<file path="src/rtl/spi_irq_pkg.sv">
`timescale 1ns/1ps
package spi_irq_pkg;
  localparam int ERR_STS_W  = 6;
  localparam int ERR_EN_W   = 5;
  localparam int EVT_EN_W   = 6;
  localparam int STS_W      = 3;
  localparam int NUM_LINES  = 2;
  localparam int NUM_CAUSES = 4;

  localparam int LINE_ERR = 0;
  localparam int LINE_EVT = 1;

  localparam int ERR_BUSY   = 0;
  localparam int ERR_OVF    = 1;
  localparam int ERR_UDF    = 2;
  localparam int ERR_CMDINV = 3;
  localparam int ERR_CSID   = 4;
  localparam int ERR_ACCESS = 5;

  localparam int EVT_READY   = 0;
  localparam int EVT_TXEMPTY = 1;
  localparam int EVT_RXFULL  = 2;

  localparam logic [ERR_EN_W-1:0] ERR_EN_RESET = '1;

  typedef struct packed {
    logic rx_full;
    logic tx_empty;
    logic ready;
  } sts_t;
endpackage

</file>
<file path="src/rtl/spi_irq_wreg.sv">
`timescale 1ns/1ps
module spi_irq_wreg #(
  parameter int W = 1,
  parameter logic [W-1:0] RST = '0
) (
  input  logic         clk,
  input  logic         rst_n,
  input  logic         we,
  input  logic [W-1:0] wdata,
  output logic [W-1:0] q,
  output logic [W-1:0] nxt
);
  assign nxt = we ? wdata : q;

  always_ff @(posedge clk or negedge rst_n) begin
    if (!rst_n) q <= RST;
    else        q <= nxt;
  end
endmodule

</file>
<file path="src/rtl/spi_irq_chg.sv">
`timescale 1ns/1ps
module spi_irq_chg #(
  parameter int W = 1
) (
  input  logic         clk,
  input  logic         rst_n,
  input  logic [W-1:0] sig,
  output logic         changed
);
  logic [W-1:0] prev_q;

  always_ff @(posedge clk or negedge rst_n) begin
    if (!rst_n) prev_q <= '0;
    else        prev_q <= sig;
  end

  assign changed = |(sig ^ prev_q);
endmodule

</file>
<file path="src/rtl/spi_irq_prio.sv">
`timescale 1ns/1ps
module spi_irq_prio #(
  parameter int N = 4
) (
  input  logic [N-1:0] req,
  output logic [N-1:0] grant,
  output logic         hit
);
  logic [N:0] seen;
  assign seen[0] = 1'b0;

  for (genvar i = 0; i < N; i++) begin : g_chain
    assign grant[i]  = req[i] & ~seen[i];
    assign seen[i+1] = seen[i] | req[i];
  end

  assign hit = seen[N];
endmodule

</file>
<file path="src/rtl/spi_irq_state.sv">
`timescale 1ns/1ps
module spi_irq_state #(
  parameter int N = 2
) (
  input  logic         clk,
  input  logic         rst_n,
  input  logic         trigger,
  input  logic [N-1:0] en_q,
  input  logic [N-1:0] en_nxt,
  input  logic [N-1:0] hit,
  input  logic [N-1:0] clr,
  output logic [N-1:0] state_q,
  output logic [N-1:0] irq_q,
  output logic [N-1:0] set
);
  for (genvar g = 0; g < N; g++) begin : g_line
    logic state_d;
    assign set[g]  = trigger & en_q[g] & ~state_q[g] & hit[g];
    assign state_d = (state_q[g] & ~clr[g]) | set[g];

    always_ff @(posedge clk or negedge rst_n) begin
      if (!rst_n) begin
        state_q[g] <= 1'b0;
        irq_q[g]   <= 1'b0;
      end else begin
        state_q[g] <= state_d;
        irq_q[g]   <= state_d & en_nxt[g];
      end
    end
  end
endmodule

</file>
<file path="src/rtl/spi_irq_agg.sv">
`timescale 1ns/1ps
module spi_irq_agg
  import spi_irq_pkg::*;
#(
  parameter logic [ERR_EN_W-1:0] ERR_EN_INIT = ERR_EN_RESET
) (
  input  logic                 clk,
  input  logic                 rst_n,
  input  logic [ERR_STS_W-1:0] err_sts_i,
  input  logic                 sts_ready_i,
  input  logic                 sts_txempty_i,
  input  logic                 sts_rxfull_i,
  input  logic                 err_en_we_i,
  input  logic [ERR_EN_W-1:0]  err_en_wdata_i,
  input  logic                 evt_en_we_i,
  input  logic [EVT_EN_W-1:0]  evt_en_wdata_i,
  input  logic                 irq_en_we_i,
  input  logic [NUM_LINES-1:0] irq_en_wdata_i,
  input  logic                 irq_test_we_i,
  input  logic [NUM_LINES-1:0] irq_test_wdata_i,
  input  logic [NUM_LINES-1:0] irq_clr_i,
  output logic                 irq_err_o,
  output logic                 irq_evt_o,
  output logic [NUM_LINES-1:0] irq_state_o
);
  localparam int WATCH_W = ERR_STS_W + STS_W;

  logic [ERR_EN_W-1:0]  err_en_q, err_en_nxt;
  logic [EVT_EN_W-1:0]  evt_en_q, evt_en_nxt;
  logic [NUM_LINES-1:0] line_en_q, line_en_nxt;
  logic [NUM_LINES-1:0] test_q, test_nxt;

  // Configuration registers
  spi_irq_wreg #(.W(ERR_EN_W), .RST(ERR_EN_INIT)) u_err_en (
    .clk, .rst_n, .we(err_en_we_i), .wdata(err_en_wdata_i),
    .q(err_en_q), .nxt(err_en_nxt));

  spi_irq_wreg #(.W(EVT_EN_W), .RST('0)) u_evt_en (
    .clk, .rst_n, .we(evt_en_we_i), .wdata(evt_en_wdata_i),
    .q(evt_en_q), .nxt(evt_en_nxt));

  spi_irq_wreg #(.W(NUM_LINES), .RST('0)) u_line_en (
    .clk, .rst_n, .we(irq_en_we_i), .wdata(irq_en_wdata_i),
    .q(line_en_q), .nxt(line_en_nxt));

  // Test value in force this cycle: a write is seen by its own evaluation
  spi_irq_wreg #(.W(NUM_LINES), .RST('0)) u_test (
    .clk, .rst_n, .we(irq_test_we_i), .wdata(irq_test_wdata_i),
    .q(test_q), .nxt(test_nxt));

  // Evaluation trigger: test write or any watched flag moving
  sts_t sts;
  assign sts.ready    = sts_ready_i;
  assign sts.tx_empty = sts_txempty_i;
  assign sts.rx_full  = sts_rxfull_i;

  logic [WATCH_W-1:0] watched;
  logic               watch_changed;
  logic               trigger;
  assign watched = {err_sts_i, sts};

  spi_irq_chg #(.W(WATCH_W)) u_chg (
    .clk, .rst_n, .sig(watched), .changed(watch_changed));

  assign trigger = irq_test_we_i | watch_changed;

  // Cause vectors, index 0 is highest priority
  logic [NUM_LINES-1:0][NUM_CAUSES-1:0] req;
  logic [NUM_LINES-1:0][NUM_CAUSES-1:0] grant;
  logic [NUM_LINES-1:0]                 hit;

  assign req[LINE_ERR][0] = test_nxt[LINE_ERR];
  assign req[LINE_ERR][1] = err_sts_i[ERR_BUSY]   & err_en_q[ERR_BUSY];
  assign req[LINE_ERR][2] = err_sts_i[ERR_CMDINV] & err_en_q[ERR_CMDINV];
  assign req[LINE_ERR][3] = err_sts_i[ERR_CSID]   & err_en_q[ERR_CSID];

  assign req[LINE_EVT][0] = test_nxt[LINE_EVT];
  assign req[LINE_EVT][1] = sts.ready    & evt_en_q[EVT_READY];
  assign req[LINE_EVT][2] = sts.tx_empty & evt_en_q[EVT_TXEMPTY];
  assign req[LINE_EVT][3] = sts.rx_full  & evt_en_q[EVT_RXFULL];

  for (genvar l = 0; l < NUM_LINES; l++) begin : g_prio
    spi_irq_prio #(.N(NUM_CAUSES)) u_prio (
      .req(req[l]), .grant(grant[l]), .hit(hit[l]));
  end

  // Sticky state and registered lines
  logic [NUM_LINES-1:0] irq_q;
  logic [NUM_LINES-1:0] set_vec;

  spi_irq_state #(.N(NUM_LINES)) u_state (
    .clk, .rst_n, .trigger, .en_q(line_en_q), .en_nxt(line_en_nxt),
    .hit, .clr(irq_clr_i), .state_q(irq_state_o), .irq_q, .set(set_vec));

  assign irq_err_o = irq_q[LINE_ERR];
  assign irq_evt_o = irq_q[LINE_EVT];

  // Accepted but inert fields
  logic unused_fields;
  assign unused_fields = ^{err_en_q[ERR_UDF:ERR_OVF], evt_en_q[EVT_EN_W-1:EVT_RXFULL+1],
                           err_en_nxt, evt_en_nxt};
endmodule

</file>
<file path="config.mk">
export PLATFORM = sky130hd
export DESIGN_NAME = spi_irq_agg
export DESIGN_NICKNAME = d
export VERILOG_FILES = /design/src/rtl/spi_irq_pkg.sv /design/src/rtl/spi_irq_wreg.sv /design/src/rtl/spi_irq_chg.sv /design/src/rtl/spi_irq_prio.sv /design/src/rtl/spi_irq_state.sv /design/src/rtl/spi_irq_agg.sv
export SDC_FILE = /design/constraint.sdc
export NUM_CORES = 1
export LEC_CHECK = 0
export BUFFER_PORTS_ARGS = -buffer_cell sky130_fd_sc_hd__buf_2
export CAP_MARGIN = 20
export CORE_UTILIZATION = 41
export DETAILED_ROUTE_END_ITERATION = 10
export PLACE_DENSITY = 0.75
export SETUP_SLACK_MARGIN = 0.4
export SYNTH_ARGS = -nofsm -noshare
export SYNTH_HDL_FRONTEND = slang
export SYNTH_SLANG_ARGS = --single-unit
</file>
<file path="constraint.sdc">
create_clock -name clk -period 1.09 [get_ports clk]
set_input_delay 0.0545 -clock clk [delete_from_list [all_inputs] [get_ports clk]]
set_output_delay 0.0545 -clock clk [all_outputs]
set_load 0.01 [all_outputs]
</file>
==> flow_summary.yaml <==
final_layout:
  final_cell_area_um2: 1265
  final_nets: 139
  drive_above_1_share: 0.4906
  area_growth_pct: 40.22
  num_antenna_cells: 0
synthesis:
  yosysTopAreaCell: "dfrtp_1"
  synth.avg_cell_area_um2: 14.79
  ys_types: 14
  async_flop_share: 1.000
  synth.most_common_cell: "dfrtp_1"
  synthTopCellsByArea: "dfrtp_1 55%, mux2_2 10%, dfstp_2 8.7%, xnor2_1 6.8%, xnor2_2 3.6%"
  ys_warn_count: 0
  ys_seq_area_frac: 0.6422
  syn-num-nets: 93
  synth-seq-cells: 23
  syn-cell-area_um2: 902.1
  synthCells: 61
  synth_edf_count: 0
  synth_ff_type: "dfrtp_1"
  synthTopCellsByCount: "20 x dfrtp_1, 8 x mux2_2, 7 x xnor2_1"
  synth.top_cell.area_share: 0.5548
place:
  dp_slack_ps: -112.4
  io_buffers: 30
  dpl.hpwl_um: 1177
  place.gp.congestion: 0.6900
  placed_cell_area_um2: 1096
clock_tree:
  cts_sinks: 23
  cts_tree: "yes"
  htreeDepth: 1
  hold_buffers: 9
  clk_pin_slew_worst_paths_ps: 120
  clock_path_buffers: 2
  clk_latency_ps: 300
  cts-root-buf: "clkbuf_4"
  numCtsBuffers: 3
power_and_ir_drop:
  leakagePower_nw: 0.6069
  intPower_mw: 1.298
  p_switching_uw: 435.9
  clockPowerShare: 0.220
  finalPower_mw: 1.734
  switching_share: 0.2514
  combPwrFrac: 0.209
  peakVddDrop_uv: 836.7
  power.density_nw_per_um2: 1371
  p_seq_frac: 0.571
sta:
  slew_violations: 0
  maxClockFrequency_mhz: 794.0
  worst_slew_pin_slew_ps: 491.3
  grt_setup_unrepaired: "yes"
  setup_tns_ps: -565.1
  skew_ps: 6.254
  hold-worst-slack_ps: -104.3
  period_needed_ps: 1259
  hold_violations: 10
  setup_ws_ps: -169.4
  fin_crit_sh: 1.155
  setup_viol: 4
  relSlewSlack: 0.6725
worst_setup_path:
  crit_path_start_kind: "flip-flop"
  crit_type: "reg2reg"
  r2r_slack_ps: -170
  critical_path.max_fanout: 2
  cp.required_ps: 1280
  slowest_delay_ps: 410
  slowest_stage: "a222oi_1"
  end_kind: "flip-flop"
  crit_chain: "a222oi_1 -> a21oi_1 -> o31ai_2 -> a21boi_1"
  worstPathArrival_ps: 1450
hold_path:
  hold_class: "in2reg"
route:
  dr.pass1.iters: 4
  vias_per_cell: 4.880
  ant_nets: 0
  drtIter0Drc: 4
  routedWlPerCell_um: 13.08
  vias: 649
  totalWireLength_um: 1740
  route.detailed.drc: 0
die:
  fp-row-count: 16
  boundaryPins: 36
  die_area_um2: 2392
  start_util: 0.4462
  die_x_um: 48.91
  die_y_um: 48.91
  core_area_um2: 2022
global_route:
  grt_max_degree: 24
  grt_pass1_wl_um: 3008
  first_global_vias: 667
  gr-total-overflow: 0
  grt_antenna_before_repair: 0
  grtUsageTotal: 0.1700
outcome:
  violations: "hold timing, setup timing"
  status: "complete, but fails checks"
job:
  maxCapViolCount: 0
==> what timing repair did <==
action | CTS | global route
gates resized for setup | 7 | 3
setup endpoints to repair | 18 | 18
buffers inserted | 0 | 2
pin swaps | 3 | 4
endpoints found under the hold margin | 38 | 11
==> cell families (layout without fill, tap and decap cells) <==
| kind of cell | Yosys count | count (layout) | share of synthesized area |
|---|---|---|---|
| flip-flops | 23 | 23 | 0.6422 |
| XOR/XNOR | 9 | 9 | 0.1040 |
| AO/OA/AOI/OAI | 8 | 8 | 0.06657 |
| multiplexers | 10 | 10 | 0.1221 |
| buffers and inverters | 2 | 47 | 0.008325 |
| AND/OR/NAND/NOR | 9 | 9 | 0.05687 |
==> stage by stage <==
| step | utilization | cells |
|---|---|---|
| 5_1_grt | 0.6256 | 133 |
| 4_1_cts | 0.6126 | 131 |
| 6_report | 0.6256 | 133 |
| 2_1_floorplan | - | 61 |
| 3_5_place_dp | 0.5421 | 118 |
| 3_3_place_gp | 0.5421 | 118 |
==> worst paths after layout <==
kind / from / end / depth (start not counted)
max in group asynchronous: rst_n / u_err_en.q[3]$_DFFE_PN1P_ / 2
min in group asynchronous: rst_n / u_chg.prev_q[8]$_DFF_PN0_ / 2
worst min-delay path: sts_ready_i / u_chg.prev_q[0]$_DFF_PN0_ / 1
worst max register to register: u_evt_en.q[0]$_DFFE_PN0P_ / u_state.irq_q[1]$_DFF_PN0_ / 4
worst max-delay path: u_evt_en.q[0]$_DFFE_PN0P_ / u_state.irq_q[1]$_DFF_PN0_ / 4
worst min register to register: u_test.q[1]$_DFF_PN0_ / u_test.q[1]$_DFF_PN0_ / 2
==> placed cells by master (no fill, tap or decap) <==
cell	Yosys	final
a21boi_1	2	2
a21oi_1	2	2
a222oi_1	2	2
buf_2	0	30
buf_4	0	2
clkbuf_1	0	1
clkbuf_4	0	3
dfrtp_1	20	20
dfstp_2	3	3
dlygate4sd3_1	0	9
inv_1	2	2
mux2_4	0	8
mux2i_2	0	2
nand2_1	2	2
nand2b_1	5	5
nand4_1	2	2
o31ai_2	0	2
xnor2_1	7	7
xnor2_2	2	2
==> power by group through the flow <==
stage	Clock [mW]	Sequential, mW	Combinational (mW)
5_1_grt	0.435	1.00	0.402
2_1_floorplan	0	1.01	0.144
6_report	0.381	0.990	0.362
4_1_cts	0.386	0.987	0.337
3_3_place_gp	0	0.998	0.285
3_5_place_dp	0	1.00	0.293
==> layer usage <==
metal,vias to the layer above,routed length (µm),track usage,part of all wire
met5,-,0,0,0
li1,303,-,-,-
met1,322,768,0.2133,0.44
met4,0,11,0.04412,0.0063
met3,2,81,0.03738,0.047
met2,22,879,0.2963,0.51
==> registers in the layout, indices dropped and copies added, names as in the netlist <==
register / cells
u_chg.prev_q: 9
u_err_en.q: 3
u_evt_en.q: 3
u_line_en.q: 2
u_state.irq_q: 2
u_state.state_q: 2
u_test.q: 2
==> area by class of cell <==
class	count	area, µm²
Fill cell	172	757.0
Sequential cell	23	579.3
Multi-Input combinational cell	36	362.8
Timing Repair Buffer	41	255.2
Tap cell	27	33.78
Clock buffer	4	26.28
Inverter	2	7.507
==> critical path: cells and delay by family (launching register included) <==
family / cells / cell delay [ps]
AO/OA/AOI/OAI: 4 / 750
flip-flops: 1 / 400
(Power assumes the default switching activity.)
